--- config.mk ---
export PLATFORM = sky130hd
export DESIGN_NAME = dbell_mbox
export DESIGN_NICKNAME = d
export VERILOG_FILES = /design/src/rtl/dbm_pkg.sv /design/src/rtl/dbm_frame_dec.sv /design/src/rtl/dbm_stat_bank.sv /design/src/rtl/dbm_access.sv /design/src/rtl/dbm_irq.sv /design/src/rtl/dbell_mbox.sv
export SDC_FILE = /design/constraint.sdc
export NUM_CORES = 1
export LEC_CHECK = 0
export BUFFER_PORTS_ARGS = -buffer_cell sky130_fd_sc_hd__buf_4
export CORE_ASPECT_RATIO = 0.9
export CORE_MARGIN = 5
export CORE_UTILIZATION = 40
export CTS_BUF_LIST = sky130_fd_sc_hd__clkbuf_16
export DETAILED_ROUTE_END_ITERATION = 8
export HOLD_SLACK_MARGIN = 0.03
export SLEW_MARGIN = 20
export SYNTH_ARGS = -nofsm -noshare
export SYNTH_HDL_FRONTEND = slang
export SYNTH_SLANG_ARGS = --single-unit
--- constraint.sdc ---
create_clock -name clk -period 3.5 [get_ports clk]
set_input_delay 0.525 -clock clk [delete_from_list [all_inputs] [get_ports clk]]
set_output_delay 0.525 -clock clk [all_outputs]
set_load 0.05 [all_outputs]
--- src/rtl/dbm_pkg.sv ---
package dbm_pkg;

   // Each channel owns a 32-byte window: log2 of the span.
   localparam int WIN_LG = 5;

   // Offsets inside a channel window.
   localparam logic [4:0] OFS_STAT = 5'h00;
   localparam logic [4:0] OFS_CLR  = 5'h08;
   localparam logic [4:0] OFS_SET  = 5'h0C;

   // Frame-level register addresses.
   localparam logic [11:0] A_CAP = 12'hF80;
   localparam logic [11:0] A_REQ = 12'hF88;
   localparam logic [11:0] A_RDY = 12'hF8C;
   localparam logic [11:0] A_IEN = 12'hF98;
   localparam logic [11:0] A_ID  = 12'hFCC;

   // Bit position of the combined-interrupt enable.
   localparam int IEN_COMB_BIT = 2;

   typedef struct packed {
      logic cap;
      logic req;
      logic rdy;
      logic ien;
      logic id;
   } dbm_hit_t;

endpackage

--- src/rtl/dbm_frame_dec.sv ---
module dbm_frame_dec
   import dbm_pkg::*;
#(
   parameter int NCH = 4,
   parameter int AW  = 12
) (
   input  logic           sel,
   input  logic           wr,
   input  logic [AW-1:0]  addr,
   output logic [NCH-1:0] stat_rd,
   output logic [NCH-1:0] clr_wr,
   output logic [NCH-1:0] set_wr,
   output dbm_hit_t       rd_hit,
   output dbm_hit_t       wr_hit
);

   localparam int CW = AW - WIN_LG;

   if (AW < 12) begin : g_bad_aw
      $error("dbm_frame_dec: AW must reach the 0xFxx register block");
   end
   if ((NCH << WIN_LG) > int'(A_CAP)) begin : g_bad_nch
      $error("dbm_frame_dec: channel windows overlap the frame registers");
   end

   logic rd_en;
   logic wr_en;
   logic [WIN_LG-1:0] win_ofs;

   assign rd_en   = sel & ~wr;
   assign wr_en   = sel & wr;
   assign win_ofs = addr[WIN_LG-1:0];

   for (genvar n = 0; n < NCH; n++) begin : g_win
      logic in_win;
      assign in_win     = (addr[AW-1:WIN_LG] == CW'(n));
      assign stat_rd[n] = rd_en & in_win & (win_ofs == OFS_STAT);
      assign clr_wr[n]  = wr_en & in_win & (win_ofs == OFS_CLR);
      assign set_wr[n]  = wr_en & in_win & (win_ofs == OFS_SET);
   end

   dbm_hit_t hit;
   always_comb begin
      hit.cap = (addr == AW'(A_CAP));
      hit.req = (addr == AW'(A_REQ));
      hit.rdy = (addr == AW'(A_RDY));
      hit.ien = (addr == AW'(A_IEN));
      hit.id  = (addr == AW'(A_ID));
   end

   assign rd_hit = rd_en ? hit : '0;
   assign wr_hit = wr_en ? hit : '0;

endmodule

--- src/rtl/dbm_stat_bank.sv ---
module dbm_stat_bank #(
   parameter int NCH = 4,
   parameter int DW  = 32
) (
   input  logic                   clk,
   input  logic                   rst_n,
   input  logic [NCH-1:0]         set_en,
   input  logic [DW-1:0]          set_val,
   input  logic [NCH-1:0]         clr_a_en,
   input  logic [DW-1:0]          clr_a_val,
   input  logic [NCH-1:0]         clr_b_en,
   input  logic [DW-1:0]          clr_b_val,
   output logic [NCH-1:0][DW-1:0] status
);

   if (DW < 8) begin : g_bad_dw
      $error("dbm_stat_bank: DW too narrow for the register block");
   end

   for (genvar n = 0; n < NCH; n++) begin : g_ch
      logic [DW-1:0] word;
      logic [DW-1:0] clr_mask;
      logic [DW-1:0] set_mask;
      logic          touch;

      assign clr_mask = (clr_a_en[n] ? clr_a_val : '0) | (clr_b_en[n] ? clr_b_val : '0);
      assign set_mask = set_en[n] ? set_val : '0;
      assign touch    = set_en[n] | clr_a_en[n] | clr_b_en[n];

      always_ff @(posedge clk or negedge rst_n) begin
         if (!rst_n) begin
            word <= '0;
         end else if (touch) begin
            word <= (word & ~clr_mask) | set_mask;
         end
      end

      assign status[n] = word;

      // every posted bit is present after the edge (set wins over clear)
      a_r1_set_sticks: assert property (@(posedge clk) disable iff (!rst_n)
         set_en[n] |=> ((status[n] & $past(set_val)) == $past(set_val)));

      // an all-ones clear with no set empties the word
      a_r2_clear_all: assert property (@(posedge clk) disable iff (!rst_n)
         (!set_en[n] && ((clr_a_en[n] && (&clr_a_val)) || (clr_b_en[n] && (&clr_b_val))))
         |=> (status[n] == '0));
   end

endmodule

--- src/rtl/dbm_access.sv ---
module dbm_access #(
   parameter int DLY = 2
) (
   input  logic clk,
   input  logic rst_n,
   input  logic req_wr,
   input  logic req_bit,
   output logic req,
   output logic ready
);

   if (DLY < 1) begin : g_bad_dly
      $error("dbm_access: DLY must be at least one cycle");
   end

   always_ff @(posedge clk or negedge rst_n) begin
      if (!rst_n) begin
         req <= 1'b0;
      end else if (req_wr) begin
         req <= req_bit;
      end
   end

   if (DLY == 1) begin : g_single
      always_ff @(posedge clk or negedge rst_n) begin
         if (!rst_n) ready <= 1'b0;
         else        ready <= req;
      end
   end else begin : g_line
      logic [DLY-1:0] line;
      always_ff @(posedge clk or negedge rst_n) begin
         if (!rst_n) line <= '0;
         else        line <= {line[DLY-2:0], req};
      end
      assign ready = line[DLY-1];
   end

   // Cycles since the request last changed, saturating at DLY.
   localparam int HW = $clog2(DLY + 1) + 1;
   logic [HW-1:0] held;
   always_ff @(posedge clk or negedge rst_n) begin
      if (!rst_n) begin
         held <= HW'(DLY);
      end else if (req_wr && (req_bit != req)) begin
         held <= '0;
      end else if (held < HW'(DLY)) begin
         held <= held + 1'b1;
      end
   end

   // once the request has been steady for DLY edges, ready matches it
   a_r6_ready_tracks: assert property (@(posedge clk) disable iff (!rst_n)
      (held >= HW'(DLY)) |-> (ready == req));

endmodule

--- src/rtl/dbm_irq.sv ---
module dbm_irq #(
   parameter int NCH      = 4,
   parameter int DW       = 32,
   parameter bit HAS_COMB = 1'b1
) (
   input  logic                   clk,
   input  logic                   rst_n,
   input  logic [NCH-1:0][DW-1:0] status,
   input  logic                   ien_wr,
   input  logic                   ien_bit,
   output logic                   comb_en,
   output logic [NCH-1:0]         irq_ch,
   output logic                   irq_any
);

   for (genvar n = 0; n < NCH; n++) begin : g_line
      assign irq_ch[n] = |status[n];
   end

   if (HAS_COMB) begin : g_comb
      always_ff @(posedge clk or negedge rst_n) begin
         if (!rst_n) begin
            comb_en <= 1'b0;
         end else if (ien_wr) begin
            comb_en <= ien_bit;
         end
      end
      assign irq_any = comb_en & (|irq_ch);

      // the enable takes the written bit on the next edge
      a_r5_en_write: assert property (@(posedge clk) disable iff (!rst_n)
         ien_wr |=> (comb_en == $past(ien_bit)));
   end else begin : g_nocomb
      logic unused_ien;
      assign unused_ien = ien_wr ^ ien_bit ^ clk ^ rst_n;
      assign comb_en    = 1'b0;
      assign irq_any    = 1'b0;
   end

endmodule

--- src/rtl/dbell_mbox.sv ---
module dbell_mbox
   import dbm_pkg::*;
#(
   parameter int NCH       = 4,
   parameter int DW        = 32,
   parameter int AW        = 12,
   parameter int RDY_DLY   = 2,
   parameter int REV_MINOR = 1,
   parameter int ID_MAJOR  = 2
) (
   input  logic           clk,
   input  logic           rst_n,
   input  logic           s_sel,
   input  logic           s_wr,
   input  logic [AW-1:0]  s_addr,
   input  logic [DW-1:0]  s_wdata,
   output logic [DW-1:0]  s_rdata,
   input  logic           r_sel,
   input  logic           r_wr,
   input  logic [AW-1:0]  r_addr,
   input  logic [DW-1:0]  r_wdata,
   output logic [DW-1:0]  r_rdata,
   output logic [NCH-1:0] irq_ch,
   output logic           irq_any
);

   if ((NCH < 2) || ((NCH % 2) != 0)) begin : g_bad_nch
      $error("dbell_mbox: NCH must be nonzero and even");
   end
   if ((REV_MINOR < 0) || (REV_MINOR > 15) || (ID_MAJOR < 0) || (ID_MAJOR > 15)) begin : g_bad_rev
      $error("dbell_mbox: revision fields are four bits wide");
   end

   localparam bit         HAS_COMB = (REV_MINOR == 1);
   localparam logic [7:0] ID_VAL   = 8'((ID_MAJOR << 4) | REV_MINOR);

   // ---------------- decode ----------------
   logic [NCH-1:0] s_stat_rd, s_clr_wr, s_set_wr;
   logic [NCH-1:0] r_stat_rd, r_clr_wr, r_set_wr;
   dbm_hit_t       s_rd_hit, s_wr_hit, r_rd_hit, r_wr_hit;

   dbm_frame_dec #(.NCH(NCH), .AW(AW)) i_dec_s (
      .sel(s_sel), .wr(s_wr), .addr(s_addr),
      .stat_rd(s_stat_rd), .clr_wr(s_clr_wr), .set_wr(s_set_wr),
      .rd_hit(s_rd_hit), .wr_hit(s_wr_hit)
   );

   dbm_frame_dec #(.NCH(NCH), .AW(AW)) i_dec_r (
      .sel(r_sel), .wr(r_wr), .addr(r_addr),
      .stat_rd(r_stat_rd), .clr_wr(r_clr_wr), .set_wr(r_set_wr),
      .rd_hit(r_rd_hit), .wr_hit(r_wr_hit)
   );

   // ---------------- access handshake ----------------
   logic acc_req, acc_rdy;

   dbm_access #(.DLY(RDY_DLY)) i_acc (
      .clk(clk), .rst_n(rst_n),
      .req_wr(s_wr_hit.req), .req_bit(s_wdata[0]),
      .req(acc_req), .ready(acc_rdy)
   );

   // ---------------- status words ----------------
   logic [NCH-1:0][DW-1:0] status;
   logic [NCH-1:0]         set_en;

   assign set_en = s_set_wr & {NCH{acc_rdy}};

   dbm_stat_bank #(.NCH(NCH), .DW(DW)) i_bank (
      .clk(clk), .rst_n(rst_n),
      .set_en(set_en), .set_val(s_wdata),
      .clr_a_en(s_clr_wr), .clr_a_val(s_wdata),
      .clr_b_en(r_clr_wr), .clr_b_val(r_wdata),
      .status(status)
   );

   // ---------------- interrupts ----------------
   logic comb_en;

   dbm_irq #(.NCH(NCH), .DW(DW), .HAS_COMB(HAS_COMB)) i_irq (
      .clk(clk), .rst_n(rst_n), .status(status),
      .ien_wr(r_wr_hit.ien), .ien_bit(r_wdata[IEN_COMB_BIT]),
      .comb_en(comb_en), .irq_ch(irq_ch), .irq_any(irq_any)
   );

   // ---------------- read muxes ----------------
   always_comb begin
      s_rdata = '0;
      for (int n = 0; n < NCH; n++) begin
         if (s_stat_rd[n]) s_rdata = status[n];
      end
      if (s_rd_hit.cap) s_rdata = DW'(NCH);
      if (s_rd_hit.req) s_rdata = DW'(acc_req);
      if (s_rd_hit.rdy) s_rdata = DW'(acc_rdy);
      if (s_rd_hit.id)  s_rdata = DW'(ID_VAL);
   end

   always_comb begin
      r_rdata = '0;
      for (int n = 0; n < NCH; n++) begin
         if (r_stat_rd[n]) r_rdata = status[n];
      end
      if (r_rd_hit.ien) r_rdata = DW'(comb_en) << IEN_COMB_BIT;
      if (r_rd_hit.id)  r_rdata = DW'(ID_VAL);
   end

   // Decodes that this frame pairing does not use.
   logic unused_dec;
   assign unused_dec = ^{s_wr_hit.cap, s_wr_hit.rdy, s_wr_hit.ien, s_wr_hit.id,
                         s_rd_hit.ien, r_wr_hit.cap, r_wr_hit.req, r_wr_hit.rdy,
                         r_wr_hit.id, r_rd_hit.cap, r_rd_hit.req, r_rd_hit.rdy,
                         r_set_wr};

   // ---------------- assertions ----------------
   for (genvar n = 0; n < NCH; n++) begin : g_chk
      // a gated-off set leaves the word alone
      a_r7_gate_holds: assert property (@(posedge clk) disable iff (!rst_n)
         (s_set_wr[n] && !acc_rdy && !s_clr_wr[n] && !r_clr_wr[n]) |=> $stable(status[n]));

      // both frames see one word
      a_r3_same_word: assert property (@(posedge clk) disable iff (!rst_n)
         (s_stat_rd[n] && r_stat_rd[n]) |-> (s_rdata == r_rdata));
   end

   // receiver writes to a set offset never raise a channel line
   a_r9_rx_set_inert: assert property (@(posedge clk) disable iff (!rst_n)
      ((|r_set_wr) && !s_sel && (irq_ch == '0)) |=> (irq_ch == '0));

endmodule

== Yosys cells after proc, flatten, opt, wreduce, memory -nomap -nowiden ==
Cells that the tools add are included.

* Bits in registers: 132
* Output and inout bits: 69

* Equal/unequal tests: 16
* Multiplexer cells: 30
* Bitwise gates (word level): 68
* Reduce and logical (&&, ||, !) cells: 9

{| class="wikitable"
|+ Operators with widths
! operator !! count
|-
| 32-bit 2-to-1 mux || 26
|-
| 32-bit OR || 8
|-
| 32-bit bitwise AND || 4
|-
| 32-bit inverter || 4
|-
| 128-bit OR reduction || 1
|-
| 32-bit OR reduction || 4
|-
| 12-bit == test (second input constant) || 7
|-
| 1-bit bitwise AND || 41
|-
| 7-bit by 2-bit == test with 1-bit output (second input constant) || 4
|-
| 5-bit by 4-bit == test with 1-bit output (second input constant) || 3
|-
| 7-bit by 1-bit == test with 1-bit output (second input constant) || 2
|-
| 7-bit logical NOT || 2
|-
| 5-bit logical NOT || 2
|-
| 1-bit OR || 8
|-
| 5-bit 2-to-1 mux || 1
|-
| 4-bit bitwise AND || 1
|-
| 2-bit 2-to-1 mux || 2
|-
| 4-bit 2-to-1 mux || 1
|-
| 1-bit inverter || 2
|}

== Logic depth before layout (Yosys ltp) ==
* Depth after elaboration: 12
* Gate-level depth with buffers: 8
* Depth with buffers taken out: 4

== By module ==
Synthesis repeated with hierarchy kept, for this count alone.

* Cells, all modules: 971
* Area total of the unflattened synthesis: 8902.3 µm²

{| class="wikitable"
|+ Modules (own cells, without submodules)
! module !! instances !! cells an instance !! area each (µm²) !! seq. area each (µm²)
|-
| dbm_stat_bank || 1 || 420 || 5562.8 || 3203.1
|-
| dbell_mbox || 1 || 414 || 2299.7 || 0.0
|-
| dbm_frame_dec || 2 || 43 || 310.3 || 0.0
|-
| dbm_irq || 1 || 47 || 329.1 || 25.0
|-
| dbm_access || 1 || 4 || 90.1 || 75.1
|}

== Worst setup path after synthesis ==
Ideal clock, no wire load.

* Path kind: input to output
* From: input s_addr[1]
* To: output s_rdata[10]
* Arrival time: 2.586 ns
* Required time: 2.975 ns
* Slack: 0.389 ns
* Stages: 5
* Path buffers: 1
* Cell sequence: or3b_1 nor4_2 clkbuf_1 nand3_1 a31oi_1

* Word-level cells in the longest chain between the ends: 10
* Elaborated cells on any way between the ends: 18
* Those cells by class: 4 x eq/ne; 9 x mux; 4 x bitwise; 1 x reduce/logical

{| class="wikitable"
|+ Ends and longest elaborated chain
! what !! line !! source
|-
| start: declaration || dbell_mbox.sv:15 || <nowiki>input logic [AW-1:0] s_addr,</nowiki>
|-
| 5-bit logical NOT || dbm_frame_dec.sv:37 || <nowiki>assign stat_rd[n] = rd_en & in_win & (win_ofs == OFS_STAT);</nowiki>
|-
| 1-bit bitwise AND || dbm_frame_dec.sv:37 ||
|-
| 32-bit 2-to-1 mux (4 in a row) || dbell_mbox.sv:90 || <nowiki>if (s_stat_rd[n]) s_rdata = status[n];</nowiki>
|-
| 32-bit 2-to-1 mux || dbell_mbox.sv:92 || <nowiki>if (s_rd_hit.cap) s_rdata = DW'(NCH);</nowiki>
|-
| 32-bit 2-to-1 mux || dbell_mbox.sv:93 || <nowiki>if (s_rd_hit.req) s_rdata = DW'(acc_req);</nowiki>
|-
| 32-bit 2-to-1 mux || dbell_mbox.sv:94 || <nowiki>if (s_rd_hit.rdy) s_rdata = DW'(acc_rdy);</nowiki>
|-
| 32-bit 2-to-1 mux * || dbell_mbox.sv:95 || <nowiki>if (s_rd_hit.id) s_rdata = DW'(ID_VAL);</nowiki>
|-
| end: declaration || dbell_mbox.sv:17 || <nowiki>output logic [DW-1:0] s_rdata,</nowiki>
|}

Mark *: on every way between the ends. The rest lies on a longest branch, timed or not.

== Worst setup path after layout ==
* From: register i_bank.g_ch[3].word[23]
* To: output irq_any

* Word-level cells in the longest chain between the ends: 2

{| class="wikitable"
|+ Ends and longest elaborated chain
! what !! line !! source
|-
| start: declaration || dbm_stat_bank.sv:21 || <nowiki>logic [DW-1:0] word;</nowiki>
|-
| start signal: assignment || dbm_stat_bank.sv:34 || <nowiki>word <= (word & ~clr_mask) | set_mask;</nowiki>
|-
| 128-bit OR reduction || dbm_irq.sv:28 || <nowiki>assign irq_any = comb_en & (|irq_ch);</nowiki>
|-
| 1-bit bitwise AND || dbm_irq.sv:28 ||
|-
| end: declaration || dbell_mbox.sv:24 || <nowiki>output logic irq_any</nowiki>
|}

Every way passes these cells.

==> results.sh <==
export IMPL_cts_buffer_depth=2
export IMPL_synth_area_um2=10300
export IMPL_irDropWorstVdd_mv=0.305
export IMPL_drv_slew=0
export IMPL_fin_setup_tns_ns=0
export IMPL_ff2ff_path_depth=6
export IMPL_maxCapViolCount=0
export IMPL_place_congestion=0.885
export IMPL_synth_compound_area_frac=0.206
export IMPL_ios=163
export IMPL_ant_nets=0
export IMPL_multi_input_area_um2=6200
export IMPL_leakage_nw=5.32
export IMPL_drive_gt1_frac=0.224
export IMPL_hold_buffers=0
export IMPL_die_h_um=162
export IMPL_synthXorXnorAreaFrac=0
export IMPL_synth_edff_count=0
export IMPL_regArea_um2=3300
export IMPL_cts_setup_buffers=0
export IMPL_die_area_um2=29000
export IMPL_path_clk_slew_ns=0.06
export IMPL_rows=55
export IMPL_htree_levels=4
export IMPL_track_usage=0.294
export IMPL_synth_top_family_by_area="simple AND/OR/NAND/NOR gates"
export IMPL_postLayoutCellArea_um2=12400
export IMPL_endpoint_kind="output port"
export IMPL_start_util=0.408
export IMPL_syn_to_final_growth_pct=20.1
export IMPL_min_period_over_period=0.961
export IMPL_drt_pass1_iterations=8
export IMPL_ys_ff_latch=132
export IMPL_wl_per_cell_um=27.1
export IMPL_nNetsFinal=1372
export IMPL_cp_start_kind="flip-flop"
export IMPL_insertion_delay_ns=0.43
export IMPL_syn_avg_cell_area_um2=8.45
export IMPL_overflow=0
export IMPL_root_buffer="clkbuf_16"
export IMPL_yosysSeqAreaShare=0.321
export IMPL_route_detailed_drc=0
export IMPL_outcome="complete, no violations"
export IMPL_viasPerCell=6.98
export IMPL_rsz0062_at_grt="false"
export IMPL_ctsResizeCount=0
export IMPL_fin_crit_ns=3.36
export IMPL_synthAdderAreaFrac=0
export IMPL_max_freq_mhz=297
export IMPL_finalSetupViolations=0
export IMPL_hpwl_mm=27.6
export IMPL_tightest_slew_ns=0.898
export IMPL_synth_cell_types=56
export IMPL_fin_util=0.490
export IMPL_async_flop_share=1.00
export IMPL_cp_arrival_ns=2.84
export IMPL_grt_pass1_wl_mm=66.5
export IMPL_nFillCells=2416
export IMPL_p_per_area_nw_per_um2=320
export IMPL_cts_sinks=132
export IMPL_netlist_instances=1218
export IMPL_min_path_type="in -> async"
export IMPL_drt_initial_drc_count=1808
export IMPL_fin_skew_ns=0.00763
export IMPL_routed_wl_mm=44.3
export IMPL_critPathKind="reg -> out"
export IMPL_portBuffers=162
export IMPL_synth_simple_area_share=0.288
export IMPL_required_ns=2.97
export IMPL_place_area_um2=11700
export IMPL_grt_max_degree=69
export IMPL_grt_pass1_vias=10623
export IMPL_worstPathMaxFanout=4
export IMPL_cts_tree="done"
export IMPL_vias=11402
export IMPL_die_w_um=179
export IMPL_slew_headroom=0.402
export IMPL_grt_antenna_before_repair=1
export IMPL_synth_mux_area_frac=0.104
export IMPL_synth_flop_cell="dfrtp_1"
export IMPL_coreArea_um2=25300
export IMPL_synth_warnings=0
export IMPL_syn_nets=1312
export IMPL_cts_made_buffers=17
export IMPL_hold_violations=0
-- kinds of logic (layout without fill, tap and decap cells) --
group | Yosys count | count (layout)
compound gates | 305 | 305
mux | 99 | 99
flops | 132 | 132
other cells | 0 | 1
simple gates | 479 | 479
buf+inv | 203 | 276
-- area by class of cell --
cell class	count	share of cell area
clock buffer	17	0.0344
multi-input combinational	883	0.502
tap	342	0.0346
clock inverter	15	0.0174
inverter	37	0.0112
timing repair buffer	207	0.133
sequential	132	0.267
antenna	1	0.000202
-- critical path, stage by stage (launching register included) --
cell and delay (ns):
dfrtp_1 0.44, nor4_1 0.62, nand4_1 0.35, or2_2 0.41, o41a_1 0.38, buf_4 0.20
-- routing by layer --
layer	routed length [um]	GRT usage	share of wire
met5	0	0	0
met2	19600	0.439	0.44
met1	18000	0.409	0.41
met4	1510	0.112	0.034
met3	5170	0.0745	0.12
-- state kept, by name, indices dropped and copies added (netlist names) --
| signal | flops |
|---|---|
| i_irq.comb_en | 1 |
| i_acc.req | 1 |
| i_acc.g_line.line | 2 |
| i_bank.g_ch.word | 128 |
-- cells in the mapped netlist, drive strengths merged (28+ instances only) --
master,count,area [um2]
buf,53,282
inv,37,139
nor3,28,156
nand3,147,748
and3,43,269
nand4b,33,289
nand2,43,161
and4,34,298
o21ai,104,521
mux2i,48,480
a31oi,57,357
dfrtp,132,3300
a22o,35,307
nand4,80,500
o31ai,32,240
mux2,50,563
a32o,33,330
clkbuf,113,424
nor4,39,302
-- path summary, 6_finish.rpt --
| kind | start | endpoint | slack (ns) |
|---|---|---|---|
| worst max-delay path | i_bank.g_ch[3].word[23] | irq_any | 0.14 |
| worst min-delay path | rst_n | i_bank.g_ch[3].word[2] | 0.05 |
| max in group asynchronous | rst_n | i_bank.g_ch[0].word[23] | 2.65 |
| worst min register to register | i_acc.g_line.line[0] | i_acc.g_line.line[1] | 0.35 |
| worst max register to register | i_acc.g_line.line[1] | i_bank.g_ch[3].word[5] | 1.62 |
| min in group clk | i_acc.g_line.line[0] | i_acc.g_line.line[1] | 0.35 |
-- stage by stage --
| stage | cells | setup slack, ns | hold WS [ns] | total power [mW] |
|---|---|---|---|---|
| 5_1_grt | 1634 | 0.0902 | 0.100 | 4.05 |
| 4_1_cts | 1633 | 0.227 | 0.0742 | 3.95 |
| 3_3_place_gp | 1601 | 0.285 | 0.333 | 1.97 |
| 3_5_place_dp | 1601 | 0.303 | 0.337 | 1.97 |
| 6_report | 1634 | 0.136 | 0.0521 | 3.95 |
| 2_1_floorplan | 1218 | 0.389 | 0.229 | 1.75 |
-- where the power goes --
| group | internal [mW] | total (mW) | switching (mW) | leakage [nW] |
|---|---|---|---|---|
| clock | 1.26 | 2.00 | 0.743 | 0.311 |
| combinational | 0.150 | 0.424 | 0.274 | 3.34 |
| sequential | 1.53 | 1.53 | 0.00240 | 1.67 |
| total | 2.94 | 3.95 | 1.02 | 5.32 |
-- cell usage in the layout (no fill, tap or decap), drive strengths merged, types with 3 or more instances in the layout --
master	netlist	layout
mux2	50	50
inv	37	39
o2bb2ai	23	23
nand3	147	147
a31oi	57	57
bufinv	0	5
nand4	80	80
o22ai	5	5
dfrtp	132	132
nand4b	33	33
and3	43	43
a22o	35	35
nor2	8	8
mux2i	48	48
and2	3	3
buf	53	207
nor3	28	28
o31ai	32	32
clkinv	0	6
or4b	3	3
and4	34	34
o21ai	104	104
nand2	43	43
clkbuf	113	17
nor4	39	39
a32o	33	33
or2	5	5
(Power assumes the default switching activity.)
